File: src/rtl/sce_pkg.sv
package sce_pkg;
  localparam int MAX_BITS = 9;
  localparam int CNT_W = $clog2(MAX_BITS + 2);

  typedef struct packed {
    logic txLoad;
    logic txStartBit;
    logic txShift;
    logic txStopBit;
    logic rxShift;
    logic rxFinish;
  } strobeT;

  // returns 0 for a reserved code
  function automatic logic [CNT_W-1:0] decodeSize(input logic [2:0] code);
    case (code)
      3'b000:  return CNT_W'(5);
      3'b001:  return CNT_W'(6);
      3'b010:  return CNT_W'(7);
      3'b011:  return CNT_W'(8);
      3'b111:  return CNT_W'(9);
      default: return '0;
    endcase
  endfunction
endpackage

File: src/rtl/sce_ctrl.sv
module sce_ctrl
  import sce_pkg::*;
#(
  parameter int SYNC_STAGES = 2
) (
  input  logic             clk,
  input  logic             rstN,
  input  logic             syncMode,
  input  logic             clkPol,
  input  logic [2:0]       sizeCode,
  input  logic             txLoadReq,
  input  logic             xck,
  input  logic             rxLevel,
  output strobeT           strobe,
  output logic             txBusy,
  output logic             sizeErr,
  output logic [CNT_W-1:0] rxBits
);
  logic [SYNC_STAGES-1:0] xckPipe;
  logic xckPrev, xckNow, riseEdge, fallEdge, effPol;
  logic [CNT_W-1:0] sizeNow;
  logic sizeReserved;

  logic txBusyQ, txPolQ, txLaunch;
  logic [CNT_W-1:0] txCnt, txBitsQ;
  logic rxBusyQ, rxPolQ, rxSampleIdle, rxSampleBusy, rxStart;
  logic [CNT_W-1:0] rxCnt, rxBitsQ;

  always_ff @(posedge clk) begin
    if (!rstN) begin
      xckPipe <= '0;
      xckPrev <= 1'b0;
    end else begin
      xckPipe <= {xckPipe[SYNC_STAGES-2:0], xck};
      xckPrev <= xckPipe[SYNC_STAGES-1];
    end
  end

  assign xckNow   = xckPipe[SYNC_STAGES-1];
  assign riseEdge = xckNow & ~xckPrev;
  assign fallEdge = ~xckNow & xckPrev;
  assign effPol   = clkPol & syncMode;
  assign sizeNow  = decodeSize(sizeCode);
  assign sizeReserved = (sizeNow == '0);
  assign sizeErr  = sizeReserved;

  // transmit sequencing
  assign txLaunch = txPolQ ? fallEdge : riseEdge;

  always_comb begin
    strobe = '0;
    strobe.txLoad     = txLoadReq & ~txBusyQ & ~sizeReserved;
    strobe.txStartBit = txBusyQ & txLaunch & (txCnt == '0);
    strobe.txShift    = txBusyQ & txLaunch & (txCnt != '0) & (txCnt <= txBitsQ);
    strobe.txStopBit  = txBusyQ & txLaunch & (txCnt == txBitsQ + CNT_W'(1));
    strobe.rxShift    = rxBusyQ & rxSampleBusy;
    strobe.rxFinish   = rxBusyQ & rxSampleBusy & (rxCnt == rxBitsQ - CNT_W'(1));
  end

  always_ff @(posedge clk) begin
    if (!rstN) begin
      txBusyQ <= 1'b0;
      txPolQ  <= 1'b0;
      txCnt   <= '0;
      txBitsQ <= CNT_W'(5);
    end else if (strobe.txLoad) begin
      txBusyQ <= 1'b1;
      txPolQ  <= effPol;
      txCnt   <= '0;
      txBitsQ <= sizeNow;
    end else if (txBusyQ && txLaunch) begin
      if (strobe.txStopBit) txBusyQ <= 1'b0;
      else                  txCnt   <= txCnt + CNT_W'(1);
    end
  end

  // receive sequencing: sample on the edge opposite to launch
  assign rxSampleIdle = effPol ? riseEdge : fallEdge;
  assign rxSampleBusy = rxPolQ ? riseEdge : fallEdge;
  assign rxStart      = ~rxBusyQ & rxSampleIdle & ~rxLevel & ~sizeReserved;

  always_ff @(posedge clk) begin
    if (!rstN) begin
      rxBusyQ <= 1'b0;
      rxPolQ  <= 1'b0;
      rxCnt   <= '0;
      rxBitsQ <= CNT_W'(5);
    end else if (rxStart) begin
      rxBusyQ <= 1'b1;
      rxPolQ  <= effPol;
      rxCnt   <= '0;
      rxBitsQ <= sizeNow;
    end else if (strobe.rxShift) begin
      if (strobe.rxFinish) rxBusyQ <= 1'b0;
      else                 rxCnt   <= rxCnt + CNT_W'(1);
    end
  end

  assign txBusy = txBusyQ;
  assign rxBits = rxBitsQ;


  tx_no_reserved_start_chk: assert property (@(posedge clk) disable iff (!rstN)
    $rose(txBusyQ) |-> !$past(sizeReserved));

  tx_len_range_chk: assert property (@(posedge clk) disable iff (!rstN)
    txBusyQ |-> (txBitsQ >= CNT_W'(5) && txBitsQ <= CNT_W'(MAX_BITS)));

  tx_cfg_hold_chk: assert property (@(posedge clk) disable iff (!rstN)
    (txBusyQ && $past(txBusyQ)) |-> ($stable(txBitsQ) && $stable(txPolQ)));

  rx_cfg_hold_chk: assert property (@(posedge clk) disable iff (!rstN)
    (rxBusyQ && $past(rxBusyQ)) |-> ($stable(rxBitsQ) && $stable(rxPolQ)));
endmodule

File: src/rtl/sce_datapath.sv
module sce_datapath
  import sce_pkg::*;
#(
  parameter int SYNC_STAGES = 2
) (
  input  logic                clk,
  input  logic                rstN,
  input  strobeT              strobe,
  input  logic [MAX_BITS-1:0] txWord,
  input  logic [CNT_W-1:0]    rxBits,
  input  logic                rxIn,
  output logic                txOut,
  output logic                rxLevel,
  output logic [MAX_BITS-1:0] rxWord,
  output logic                rxDone
);
  localparam logic [CNT_W-1:0] FULL_BITS = CNT_W'(MAX_BITS);

  logic [MAX_BITS-1:0] txSr, rxSr, rxNext;
  logic [SYNC_STAGES-1:0] rxPipe;

  always_ff @(posedge clk) begin
    if (!rstN) begin
      txSr  <= '0;
      txOut <= 1'b1;
    end else begin
      if (strobe.txLoad)       txSr <= txWord;
      else if (strobe.txShift) txSr <= txSr >> 1;
      if (strobe.txStartBit)     txOut <= 1'b0;
      else if (strobe.txShift)   txOut <= txSr[0];
      else if (strobe.txStopBit) txOut <= 1'b1;
    end
  end

  assign rxLevel = rxPipe[SYNC_STAGES-1];
  assign rxNext  = {rxLevel, rxSr[MAX_BITS-1:1]};

  always_ff @(posedge clk) begin
    if (!rstN) begin
      rxPipe <= '1;
      rxSr   <= '0;
      rxWord <= '0;
      rxDone <= 1'b0;
    end else begin
      rxPipe <= {rxPipe[SYNC_STAGES-2:0], rxIn};
      rxDone <= strobe.rxFinish;
      if (strobe.rxShift)  rxSr   <= rxNext;
      if (strobe.rxFinish) rxWord <= rxNext >> (FULL_BITS - rxBits);
    end
  end


  rx_done_single_chk: assert property (@(posedge clk) disable iff (!rstN)
    rxDone |=> !rxDone);
endmodule

File: src/rtl/sync_char_engine.sv
module sync_char_engine
  import sce_pkg::*;
#(
  parameter int SYNC_STAGES = 2
) (
  input  logic       clk,
  input  logic       rstN,
  input  logic       syncMode,
  input  logic       clkPol,
  input  logic [2:0] sizeCode,
  input  logic       txLoad,
  input  logic [7:0] txData,
  input  logic       txBit8,
  output logic       txBusy,
  output logic       sizeErr,
  input  logic       xck,
  output logic       txOut,
  input  logic       rxIn,
  output logic [7:0] rxData,
  output logic       rxBit8,
  output logic       rxDone
);
  strobeT strobe;
  logic rxLevel;
  logic [CNT_W-1:0] rxBits;
  logic [MAX_BITS-1:0] rxWord;

  sce_ctrl #(.SYNC_STAGES(SYNC_STAGES)) ctrl (
    .clk(clk), .rstN(rstN), .syncMode(syncMode), .clkPol(clkPol),
    .sizeCode(sizeCode), .txLoadReq(txLoad), .xck(xck), .rxLevel(rxLevel),
    .strobe(strobe), .txBusy(txBusy), .sizeErr(sizeErr), .rxBits(rxBits)
  );

  sce_datapath #(.SYNC_STAGES(SYNC_STAGES)) dpath (
    .clk(clk), .rstN(rstN), .strobe(strobe), .txWord({txBit8, txData}),
    .rxBits(rxBits), .rxIn(rxIn), .txOut(txOut), .rxLevel(rxLevel),
    .rxWord(rxWord), .rxDone(rxDone)
  );

  assign rxData = rxWord[7:0];
  assign rxBit8 = rxWord[8];


  tx_idle_high_chk: assert property (@(posedge clk) disable iff (!rstN)
    !txBusy |-> txOut);
endmodule

File: config.mk
export PLATFORM = sky130hd
export DESIGN_NAME = sync_char_engine
export DESIGN_NICKNAME = d
export VERILOG_FILES = /design/src/rtl/sce_pkg.sv /design/src/rtl/sce_ctrl.sv /design/src/rtl/sce_datapath.sv /design/src/rtl/sync_char_engine.sv
export SDC_FILE = /design/constraint.sdc
export NUM_CORES = 1
export LEC_CHECK = 0
export ABC_AREA = 0
export BUFFER_PORTS_ARGS = -buffer_cell sky130_fd_sc_hd__buf_2
export CAP_MARGIN = 20
export CORE_ASPECT_RATIO = 0.7
export CORE_MARGIN = 2
export CORE_UTILIZATION = 50
export DETAILED_ROUTE_END_ITERATION = 16
export HOLD_SLACK_MARGIN = 0.05
export PLACE_DENSITY = 0.66
export SLEW_MARGIN = 10
export SYNTH_ARGS = -nofsm -noshare
export SYNTH_HDL_FRONTEND = slang
export SYNTH_HIERARCHICAL = 1
export SYNTH_SLANG_ARGS = --single-unit
File: constraint.sdc
create_clock -name clk -period 4.3 [get_ports clk]
set_clock_uncertainty 0.05 [all_clocks]
set_input_delay 1.075 -clock clk [delete_from_list [all_inputs] [get_ports clk]]
set_output_delay 1.075 -clock clk [all_outputs]
set_load 0.1 [all_outputs]
### Word-level counts from Yosys, hierarchy flattened

Cells that the tools add are included.

| operators by class | value |
|---|---|
| add/subtract/negate cells | 5 |
| order comparisons | 1 |
| eq/ne operators | 6 |
| shift-type cells | 1 |
| multiplexer cells | 15 |
| bitwise logic cells | 24 |
| reductions and logical operators | 17 |

Operator list:

| cell | count |
|---|---|
| $pmux W4 S5 | 1 |
| $mux W9 | 2 |
| $and A1 B1 Y1 | 15 |
| $add A4 B1 Y4 const B | 3 |
| $mux W1 | 12 |
| $reduce_bool A2 Y1 | 5 |
| $not A1 Y1 | 9 |
| $shr A9 B4 Y9 | 1 |
| $eq A4 B4 Y1 | 2 |
| $logic_not A4 Y1 | 2 |
| $reduce_and A2 Y1 | 4 |
| $eq A3 B2 Y1 const B | 2 |
| $le A4 B4 Y1 | 1 |
| $reduce_bool A4 Y1 | 1 |
| $reduce_or A2 Y1 | 2 |
| $sub A4 B1 Y4 const B | 1 |
| $sub A4 B4 Y4 const A | 1 |
| $eq A3 B1 Y1 const B | 1 |
| $eq A3 B3 Y1 const B | 1 |
| $logic_not A3 Y1 | 1 |
| $reduce_bool A3 Y1 | 1 |
| $logic_and A1 B1 Y1 | 1 |

| storage, ports and cells | value |
|---|---|
| register bits | 54 |
| output and inout bits | 13 |
| logic and storage cells | 85 |

### Logic depth before layout (Yosys ltp)

Gate-level depths: netlist of run 1.

| depth | value |
|---|---|
| depth after elaboration | 8 |
| mapped depth | 12 |

### By module

Netlist of run 1, hierarchy kept.

By module, submodules not included:

| module | instances | cells an instance | area an instance (sq um) | seq. area each (sq um) |
|---|---|---|---|---|
| sce_datapath | 1 | 148 | 1418.9 | 600.6 |
| sce_ctrl | 1 | 147 | 1326.3 | 460.4 |

### Least setup slack after synthesis of run 1

OpenSTA, ideal clock, no wires.

| timing path | value |
|---|---|
| path type | input -> register |
| start | input port sizeCode[0] |
| end | register dpath.txSr[3] |
| library setup time | 0.128 ns |
| arrival time | 3.085 ns |
| required time | 4.122 ns |
| slack | 1.037 ns |
| cell stages on the path | 8 |
| path through | a21boi_2 -> or2_1 -> clkbuf_1 -> inv_2 -> clkbuf_1 -> clkbuf_1 -> a21oi_1 -> nor2_1 |

RTL lines:

| what | line | text |
|---|---|---|
| start, declared | sync_char_engine.sv:10 | `input logic [2:0] sizeCode,` |
| end signal, assigned | sce_datapath.sv:27 | `if (strobe.txLoad) txSr <= txWord;` |
| end signal, assigned | sce_datapath.sv:28 | `else if (strobe.txShift) txSr <= txSr >> 1;` |
| end, declared | sce_datapath.sv:19 | `logic [MAX_BITS-1:0] txSr, rxSr, rxNext;` |

### Worst setup path after layout of run 1

| timing path | value |
|---|---|
| start | input port sizeCode[2] |
| end | output port sizeErr |

| between the ends | value |
|---|---|
| cells in the longest elaborated chain, start to end | 3 |
| elaborated cells between the ends (all ways) | 7 |
| classes of those cells | eq/ne (4); mux (1); reduce/logical (2) |

Ends and longest elaborated chain:

| what | line | text |
|---|---|---|
| $eq A3 B3 Y1, or another cell as far along | sce_pkg.sv:16 | `case (code)` |
| $pmux W4 S5 (*) | sce_pkg.sv:16 |  |
| $logic_not A4 Y1 (*) | sce_ctrl.sv:44 | `assign sizeReserved = (sizeNow == '0);` |
| end, declared | sync_char_engine.sv:15 | `output logic sizeErr,` |

Every way passes the cells marked *; elsewhere a longest branch is shown, timed or not.

==> impl_metrics.tcl, run 1 <==
set metrics [dict create \
    outcome "completed" \
    worst_path_max_delay_cell "buf_2" \
    die_h_um 66.0 \
    postCtsSetupBuffers 0 \
    post_cts_hold_buffer_count 0 \
    finalCriticalPeriod_ns 2.99 \
    rr_endpoint "dpath/rxWord[7]" \
    route.antenna.remaining_nets 0 \
    cp_max_fo 4 \
    worst_slew_margin_rel_pct 55.0 \
    post_synth_inst_count 295 \
    drcViolationCount 0 \
    setup.worst_path.class "input port to output pin" \
    critical_path.top_delay_family "buffers and inverters" \
    min_delay_path_depth 1 \
    rsz0062_at_grt "false" \
    r2r_slack_ns 1.35 \
    post_syn_area_per_cell_um2 9.31 \
    timing_max_transition_violations_final 0 \
    pwr_density_cell_nw_per_um2 288 \
    yosys_register_bits 53 \
    min_path_type "register to register" \
    period_share_pct 69.5 \
    finalWirelength_um 5080 \
    finalSetupViolations 0 \
    via_count 2102 \
    grt_first_pass_wirelength_um 8820 \
    globalplace.congestion 0.804 \
    p_clk_share_pct 32.0 \
    ctsResizeCount 0 \
    cts_buffer_depth 2 \
    synth_cell_type_count 53 \
    cts_h_tree_lvls 2 \
    r2r.worst_path.cells 8 \
    critPathBufInv 2 \
    synth_warnings 6 \
    i_o_buffers 31 \
    clock.fmax_mhz 335 \
    sequential_power_share_pct 58.4 \
    die_w_um 92.6 \
    fin_cells 396 \
    synth_top_flop_cell "dfxtp_1" \
    tritoncts "built" \
    power.share.combinational_pct 9.6 \
    finalHoldViolCount 0 \
    grt_pass1_vias 1908 \
    power_report.internal_total_mw 0.661 \
    synthesis.nets 324 \
    routed_via_density 5.31 \
    clk_root_buffer_cell "clkbuf_8" \
    globalRouteTotalUtil_pct 18.2 \
    worst_ep_required_time_ns 3.17 \
    min_to "dpath/rxPipe[1]" \
    p_sw_mw 0.215 \
    maximum_number_of_pins_on_one_net_before_global_route_repair 25 \
    ys_async_sr_fraction_pct 0 \
    kind_of_end_point_of_the_critical_path "output pin" \
    worst-slew-pin-transition_ns 0.675 \
    drt_iter0_markers 81 \
    worst_hold_startpoint "dpath/rxPipe[0]" \
    fillCellCount 481 \
    syn_area_um2 2750 \
    switching_share_pct 24.5 \
    grt_antenna_before_repair 0 \
    worst_skew_pair.late_latency_ns 0.30 \
    synth_enable_flop_cells 0 \
    max_cap_violations 0 \
    finish.instance_area_um2 3040 \
    initial_utilization_pct 52.2 \
    grt_overflow_total 0 \
    worst_path_most_repeated_cell "buf_2" \
    crit_chain "buf_2 -> a21boi_2 -> buf_2" \
    synth_sequential_area_ratio_pct 38.7 \
    worst_setup_path_start_kind "input port" \
    max_rail_drop_vdd_mv 0.158 \
    core.rowCount 22 \
    die_area_um2 6110 \
    clock_sink_count 53 \
    placed_cells 389 \
    insertedDiodeCount 0 \
    critical_path.max_stage_delay_ns 0.46 \
    final_nets 353 \
    sum_of_negative_setup_slack_ns 0 \
    static_leakage_nw 1.20 \
    cts_buffers 5 \
    cts.clk_slew.worst_paths_ns 0.09 \
    pre_repair_dr_iteration_count 4 \
    placedInstanceArea_um2 2950 \
    routed_wire_length_per_instance_um 12.8 \
    worst_reg2reg_path_startpoint "ctrl/rxBits[1]" \
    worst_ep_arrival_time_ns 1.86 \
    flow.area_growth_from_synthesis_pct 10.7 \
    post-dp-hpwl_um 3710 \
    fp.coreArea_um2 5260 \
    layout-drive-gt1-share_pct 18.2 \
    io-pin-count 32 \
]
-- worst max-delay path by stage --
stage	from	to	slack, ns	cells after the start
final	sizeCode[2]	sizeErr	1.31	3
after floorplan	sizeCode[0]	dpath/txSr[3]	1.04	8
after global routing	ctrl/rxBits[1]	dpath/rxWord[7]	1.12	8
after detailed placement	sizeCode[1]	sizeErr	1.32	3
after global placement	sizeCode[1]	sizeErr	1.35	3
after CTS	sizeCode[2]	sizeErr	1.32	3
-- Yosys cell counts, types with 3 or more instances --
cell       n  share of area, %
nor3_2     3               1.1
mux2i_1   23               8.4
ha_1      10               4.6
nor3b_1    3              0.82
nor2_1    41               5.6
nand3_1    4              0.73
a21oi_1   19               3.5
clkbuf_1   8               1.1
xnor2_1   10               3.2
mux4_2     6               4.9
nand2_1   20               2.7
inv_1     14               1.9
o21ai_1    4              0.73
o21ai_0    4              0.73
dfxtp_1   53                39
nand2b_1  12               2.7
a211oi_1   5               1.4
and2_1     6               1.4
nand4_1    3              0.68
-- routing by layer --
| metal | vias to the layer above | wire, µm | track usage (%) |
|---|---|---|---|
| met2 | 48 | 2160 | 27.5 |
| li1 | 1075 | - | - |
| met5 | - | 0 | 0 |
| met4 | 0 | 53 | 5.60 |
| met3 | 7 | 205 | 3.42 |
| met1 | 972 | 2670 | 26.5 |
-- sequential cells by signal, indices dropped and copies added, names as in the netlist --
| register | cells |
|---|---|
| dpath/rxWord | 9 |
| ctrl/rxPolQ | 1 |
| ctrl/xckPipe | 2 |
| ctrl/xckPrev | 1 |
| ctrl/txBitsQ | 4 |
| ctrl/txPolQ | 1 |
| dpath/txOut | 1 |
| ctrl/txCnt | 4 |
| ctrl/rxCnt | 4 |
| ctrl/txBusy | 1 |
| dpath/rxSr | 8 |
| ctrl/rxBits | 4 |
| ctrl/rxBusyQ | 1 |
| dpath/rxDone | 1 |
| dpath/txSr | 9 |
| dpath/rxPipe | 2 |
-- worst reg2reg max path, stage by stage, from the launching register on --
cell and delay [ns]:
dfxtp_1 0.72, inv_1 0.10, ha_1 0.31, xnor2_1 0.14
nor3_2 0.30, and3_1 0.48, nand2_2 0.17, or4_1 0.49
a21oi_1 0.12
-- metrics by stage --
step	hold WS (ns)	total power, mW	setup WS (ns)	util (%)
final	0.370	0.876	1.31	57.8
after global routing	0.400	0.918	1.12	57.8
after CTS	0.374	0.885	1.32	57.8
after detailed placement	0.352	0.607	1.32	56.1
after global placement	0.351	0.605	1.35	56.1
after floorplan	0.336	0.583	1.04	-
-- placed cells by master, fill, tap and decap left out, types with 3 or more instances in the layout --
cell and instances:
nor3_2 3, nand4_1 3, nand2_1 20, nand3_1 4, mux4_2 6, buf_2 31, inv_1 14, nor3b_1 3
clkbuf_8 6, nand2b_1 12, nor2_1 41, dfxtp_1 53, a211oi_1 5, and2_1 6, ha_1 10, xnor2_1 10
a21oi_1 19, o21ai_1 4, mux2i_1 23, o21ai_0 4
-- cell type report --
class | instances | area, µm² | share of cell area, %
clock buffer | 7 | 86.3 | 2.84
inverter | 16 | 60.1 | 1.98
multi-input combinational | 215 | 1570 | 51.7
sequential | 53 | 1060 | 34.9
tap | 72 | 90.1 | 2.97
timing repair buffer | 33 | 170 | 5.60
-- logic make-up (layout without fill, tap and decap cells) --
group / Yosys count / in the layout / share of synthesized area, %
xor gates and xnor gates: 16 / 16 / 6.75
AOI/OAI and AO/OA: 55 / 55 / 13.2
and+or+nand+nor: 103 / 103 / 18.6
muxes: 31 / 31 / 14.1
adders and majority gates: 10 / 10 / 4.56
buffers and inverters: 27 / 56 / 4.15
DFF: 53 / 53 / 38.7
-- power groups by stage --
stage	clock network [mW]	logic (mW)	registers [mW]
2_1_floorplan	0	0.0542	0.529
3_3_place_gp	0	0.0827	0.523
3_5_place_dp	0	0.0845	0.523
4_1_cts	0.289	0.0849	0.511
5_1_grt	0.310	0.0948	0.513
6_report	0.280	0.0843	0.511
Note: power is estimated with default switching activity, not from simulation.
==> run 2: changes to the inputs <==
==> constraint.sdc (replaced) <==
create_clock -name clk -period 3.03 [get_ports clk]
set_clock_uncertainty 0.05 [all_clocks]
set_input_delay 0.7575 -clock clk [delete_from_list [all_inputs] [get_ports clk]]
set_output_delay 0.7575 -clock clk [all_outputs]
set_load 0.1 [all_outputs]
==> impl_metrics.tcl, run 2 (synthesis results as in run 1) <==
set metrics [dict create \
    clock_sink_count 53 \
    r2r.worst_path.cells 11 \
    grt_overflow_total 0 \
    globalRouteMet2Util_pct 28.6 \
    globalRouteTotalUtil_pct 19.3 \
    worst_ep_arrival_time_ns 2.54 \
    io-pin-count 32 \
    outcome "completed" \
    die_w_um 92.6 \
    worst_setup_path_start_kind "register" \
    r2r_slack_ns 0.61 \
    worst_reg2reg_path_startpoint "ctrl/txCnt[1]" \
    finish.instance_area_um2 3060 \
    final_nets 356 \
    pwr_density_cell_nw_per_um2 405 \
    static_leakage_nw 1.22 \
    drt_iter0_markers 99 \
    finalCriticalPeriod_ns 2.42 \
    routed_via_density 5.29 \
    flow.area_growth_from_synthesis_pct 11.5 \
    postCtsSetupBuffers 0 \
    grt_antenna_before_repair 0 \
    tritoncts "built" \
    rr_endpoint "dpath/txSr[5]" \
    period_share_pct 79.7 \
    worst_skew_pair.late_latency_ns 0.30 \
    cp_max_fo 11 \
    finalWirelength_um 5350 \
    sum_of_negative_setup_slack_ns 0 \
    timing_max_transition_violations_final 0 \
    ctsResizeCount 0 \
    rsz0062_at_grt "false" \
    pre_repair_dr_iteration_count 4 \
    min_to "dpath/rxPipe[1]" \
    area_of_the_multi_input_gates_um2 1570 \
    worst_ep_required_time_ns 3.16 \
    max_rail_drop_vdd_mv 0.172 \
    via_count 2114 \
    top_regs "dpath/rxWord x9, dpath/txSr x9, dpath/rxSr x8" \
    fp.coreArea_um2 5260 \
    final_common_cell "dfxtp_1" \
    layout-drive-gt1-share_pct 19.5 \
    post-dp-hpwl_um 3940 \
    clock.fmax_mhz 414 \
    finalSetupViolations 0 \
    globalplace.congestion 0.839 \
    grt_first_pass_wirelength_um 9200 \
    worst-slew-pin-transition_ns 0.705 \
    seq_area_um2 1060 \
    met3_usage_pct 5.02 \
    cts_h_tree_lvls 2 \
    cts.clk_slew.worst_paths_ns 0.09 \
    route.antenna.remaining_nets 0 \
    min_delay_path_depth 1 \
    grt_pass1_vias 1905 \
    finalHoldViolCount 0 \
    maximum_number_of_pins_on_one_net_before_global_route_repair 24 \
    die_area_um2 6110 \
    placedInstanceArea_um2 2970 \
    global_route.peak_usage_layer "met2" \
    global_route.usage.met1_pct 27.8 \
    fillCellCount 502 \
    drcViolationCount 0 \
    die_h_um 66.0 \
    post_cts_hold_buffer_count 0 \
    worst_hold_startpoint "dpath/rxPipe[0]" \
    cts_buffer_depth 2 \
    min_path_type "register to register" \
    initial_utilization_pct 52.2 \
    setup.worst_path.class "register to register" \
    routed_wire_length_per_instance_um 13.4 \
    worst_slew_margin_rel_pct 52.9 \
    insertedDiodeCount 0 \
    cts_buffers 5 \
    i_o_buffers 31 \
    max_cap_violations 0 \
    clk_root_buffer_cell "clkbuf_8" \
    core.rowCount 22 \
    kind_of_end_point_of_the_critical_path "register" \
    layout_common_cells "dfxtp_1, nor2_1, buf_2, mux2i_1, nand2_1" \
]
==> run 2: power breakdown <==
group          leakage, nW  internal [mW]  switching, mW  total, mW
Sequential           0.430          0.713         0.0129      0.726
Clock               0.0439          0.160          0.233      0.393
Combinational        0.746         0.0448         0.0761      0.121
Total                 1.22          0.918          0.322       1.24
==> run 2: area by class of cell <==
cell class              count  share of cell area [%]
well taps                  72                    2.94
clock buffers               5                    2.25
repair buffers             36                    6.30
multi-input cells         215                    51.3
flip-flops and latches     53                    34.7
inverters                  16                    1.96
clock inverters             3                   0.572
==> run 2: layer usage <==
metal | part of all wire [%] | vias to the layer above
met5 | 0 | -
met4 | 1.2 | 0
met3 | 4.7 | 8
met2 | 41 | 40
met1 | 54 | 979
li1 | - | 1087
==> run 2: worst max path at each step <==
stage	to	start
floorplan	dpath/txSr[3]	sizeCode[0]
global placement	dpath/txSr[2]	ctrl/txCnt[1]
detailed placement	dpath/txSr[5]	ctrl/txCnt[1]
CTS	dpath/txSr[5]	ctrl/txCnt[1]
global route	dpath/txSr[5]	ctrl/txCnt[1]
finish	dpath/txSr[5]	ctrl/txCnt[1]
==> run 2: metrics by stage <==
stage	power (mW)	hold slack (ns)	setup slack, ns	instances	util (%)
3_3_place_gp	0.860	0.362	0.608	392	56.6
5_1_grt	1.30	0.404	0.337	400	58.2
4_1_cts	1.26	0.393	0.594	400	58.2
3_5_place_dp	0.863	0.361	0.625	392	56.6
6_report	1.24	0.383	0.614	400	58.2
2_1_floorplan	0.828	0.336	0.0847	295	-
==> run 2: critical path, stage by stage (launching register included) <==
cell,delay [ns]
dfxtp_1,0.46
ha_1,0.29
nor2b_1,0.14
o21a_1,0.16
o21ai_0,0.14
nand2b_1,0.07
a221oi_1,0.27
buf_4,0.26
mux2i_1,0.22
nor2_1,0.06
a21oi_1,0.13
nor2_1,0.05
==> run 3: changes to the inputs <==
--- a/config.mk
+++ b/config.mk
@@ -5,7 +5,7 @@
 export SDC_FILE = /design/constraint.sdc
 export NUM_CORES = 1
 export LEC_CHECK = 0
-export ABC_AREA = 0
+export ABC_AREA = 1
 export BUFFER_PORTS_ARGS = -buffer_cell sky130_fd_sc_hd__buf_2
 export CAP_MARGIN = 20
 export CORE_ASPECT_RATIO = 0.7
@@ -13,7 +13,7 @@
 export CORE_UTILIZATION = 50
 export DETAILED_ROUTE_END_ITERATION = 16
 export HOLD_SLACK_MARGIN = 0.05
-export PLACE_DENSITY = 0.66
+export PLACE_DENSITY = 0.68
 export SLEW_MARGIN = 10
 export SYNTH_ARGS = -nofsm -noshare
 export SYNTH_HDL_FRONTEND = slang
==> constraint.sdc (replaced) <==
create_clock -name clk -period 2 [get_ports clk]
set_clock_uncertainty 0.05 [all_clocks]
set_input_delay 0.5 -clock clk [delete_from_list [all_inputs] [get_ports clk]]
set_output_delay 0.5 -clock clk [all_outputs]
set_load 0.1 [all_outputs]
==> impl_metrics.tcl, run 3 <==
set metrics [dict create \
    synth_enable_flop_cells 0 \
    place_worst_setup_slack_ns 0.00946 \
    layout-drive-gt1-share_pct 27.8 \
    final_common_cell "nand2_1" \
    netlist.top_cell.by_area "dfxtp_1" \
    max_rail_drop_vdd_mv 0.281 \
    top_regs "dpath/rxWord x9, dpath/txSr x9, dpath/rxSr x8" \
    post-dp-hpwl_um 5020 \
    worst_skew_pair.late_latency_ns 0.31 \
    drcViolationCount 0 \
    worst_ep_arrival_time_ns 2.08 \
    finalSetupViolations 0 \
    initial_utilization_pct 51.5 \
    setup.worst_path.class "register to register" \
    top_post_synthesis_cells_by_area "dfxtp_1, nand2_1, nand3_1, inv_1, a21oi_1" \
    tritoncts "built" \
    finalWirelength_um 6910 \
    worst_setup_path_start_kind "register" \
    worst_path_max_delay_cell "dfxtp_2" \
    grt_overflow_total 0 \
    cts_buffers 5 \
    worst_slew_margin_rel_pct 66.4 \
    critPathBufInv 2 \
    max_cap_violations 0 \
    die_area_um2 6510 \
    worst_ep_required_time_ns 2.19 \
    critical_path.top_delay_family "compound AO/OA/AOI/OAI gates" \
    drt_iter0_markers 184 \
    syn_area_um2 2930 \
    critical_path_start "ctrl/txCnt[1]" \
    flow.area_growth_from_synthesis_pct 18.5 \
    route.antenna.remaining_nets 0 \
    clock.fmax_mhz 528 \
    timing_max_transition_violations_final 0 \
    cts.clk_slew.worst_paths_ns 0.10 \
    synthTopCellsByCount "nand2_1, dfxtp_1, inv_1" \
    post_cts_hold_buffer_count 0 \
    globalplace.congestion 0.898 \
    clk_root_buffer_cell "clkbuf_8" \
    static_leakage_nw 1.67 \
    die_h_um 68.1 \
    clock_sink_count 53 \
    grt_first_pass_wirelength_um 10600 \
    rsz0062_at_grt "true" \
    routed_wire_length_per_instance_um 12.6 \
    finalCriticalPeriod_ns 1.89 \
    outcome "completed" \
    synth_warnings 6 \
    period_share_pct 94.6 \
    worst_path_most_repeated_cell "nand2_1" \
    worst_reg2reg_path_startpoint "ctrl/txCnt[1]" \
    pwr_density_cell_nw_per_um2 563 \
    globalRouteTotalUtil_pct 20.8 \
    synth_top_flop_cell "dfxtp_1" \
    min_path_type "input port to register" \
    die_w_um 95.6 \
    kind_of_end_point_of_the_critical_path "register" \
    maximum_number_of_pins_on_one_net_before_global_route_repair 23 \
    seq_area_um2 1070 \
    routed_via_density 5.03 \
    worst-slew-pin-transition_ns 0.504 \
    layout_common_cells "nand2_1, dfxtp_1, inv_1, nand3_1, buf_2" \
    total_chip_power_mw 1.96 \
    io-pin-count 32 \
    final_nets 500 \
    synth_sequential_area_ratio_pct 36.2 \
    core.rowCount 23 \
    worst_hold_startpoint "xck" \
    cp_max_fo 6 \
    finalHoldViolCount 0 \
    yosys_register_bits 53 \
    yosysMostFrequentCell "nand2_1" \
    cts_h_tree_lvls 2 \
    ys_async_sr_fraction_pct 0 \
    grt_antenna_before_repair 0 \
    area_of_the_multi_input_gates_um2 1670 \
    insertedDiodeCount 0 \
    cts_buffer_depth 2 \
    post_synth_inst_count 422 \
    i_o_buffers 31 \
    fp.coreArea_um2 5700 \
    via_count 2751 \
    grt_pass1_vias 2333 \
    synthesis.nets 451 \
    pre_repair_dr_iteration_count 4 \
    post-route-worst-setup-slack_ns 0.107 \
    post_syn_area_per_cell_um2 6.95 \
    synth_cell_type_count 38 \
    crit_chain "ha_4 -> inv_1 -> nor2_1 -> o21ai_1 -> a32oi_2 -> buf_4 -> nor2_2 -> nand2_1 -> nand2_1 -> o21ai_0 -> a21oi_1" \
    fillCellCount 538 \
    critical_path.max_stage_delay_ns 0.45 \
    synth.top_cell.area_share_pct 36.2 \
]
==> run 3: changes by cell type in the layout (fill, tap and decap cells not counted), moves of 13 or more <==
cell / delta
mux2i_1: -23
nand2_1: +103
inv_2: +13
nand3_1: +33
nor2_1: -22
inv_1: +28
==> run 3: kinds of logic after synthesis <==
kind of cell / Yosys count / share of synthesized area, %
simple gates: 218 / 35.3
compound gates: 67 / 13.2
buf+inv: 69 / 9.55
flops: 53 / 36.2
xor+xnor: 5 / 1.49
fa+ha+maj: 10 / 4.26
==> run 3: path summary, 6_finish.rpt <==
path / slack, ns / endpoint / cells past startpoint
max reg2reg: 0.11 / dpath/txSr[4] / 11
min reg2reg: 0.36 / dpath/rxPipe[1] / 1
max: 0.11 / dpath/txSr[4] / 11
min: 0.32 / ctrl/xckPipe[0] / 3
==> run 3: routing by layer <==
metal / part of all wire, % / global-route usage, %
met2: 40 / 29.5
met3: 5.3 / 4.07
met4: 0.51 / 3.57
met1: 55 / 32.6
met5: 0 / 0
==> run 3: worst reg2reg max path: stages, from the launching register on <==
cell     delay [ns]
dfxtp_2        0.45
ha_4           0.24
inv_1          0.05
nor2_1         0.04
o21ai_1        0.15
a32oi_2        0.10
buf_4          0.17
nor2_2         0.21
nand2_1        0.08
nand2_1        0.05
o21ai_0        0.09
a21oi_1        0.14
==> run 3: layout make-up <==
cell class              instances  area share [%]
clock buffers                   5            1.98
clock inverters                 3           0.720
inverters                      61            6.91
multi-input cells             301            47.9
flip-flops and latches         53            30.8
well taps                      75            2.70
repair buffers                 49            9.00
==> run 3: where the power goes <==
part / internal, mW / leakage (nW) / switching, mW
Clock: 0.256 / 0.0452 / 0.389
Sequential: 1.08 / 0.432 / 0.0159
Combinational: 0.0736 / 1.20 / 0.142
Total: 1.41 / 1.67 / 0.547
==> run 3: per-stage QoR <==
step / hold slack, ns / instances / area (µm²) / util [%] / setup TNS (ns)
2_1_floorplan: 0.340 / 422 / 2940 / - / 0
3_3_place_gp: 0.351 / 530 / 3240 / 56.9 / 0
3_5_place_dp: 0.349 / 530 / 3240 / 56.9 / 0
4_1_cts: 0.316 / 538 / 3330 / 58.5 / 0
5_1_grt: 0.312 / 547 / 3480 / 61.0 / -0.223
6_report: 0.323 / 547 / 3480 / 61.0 / 0
==> run 3: repair_timing <==
action,4_1_cts,5_1_grt
hold endpoints to repair,0,0
buffers inserted,0,10
gates cloned,0,1
pin swaps,0,15
resized for setup,1,26
setup endpoints to repair,3,19
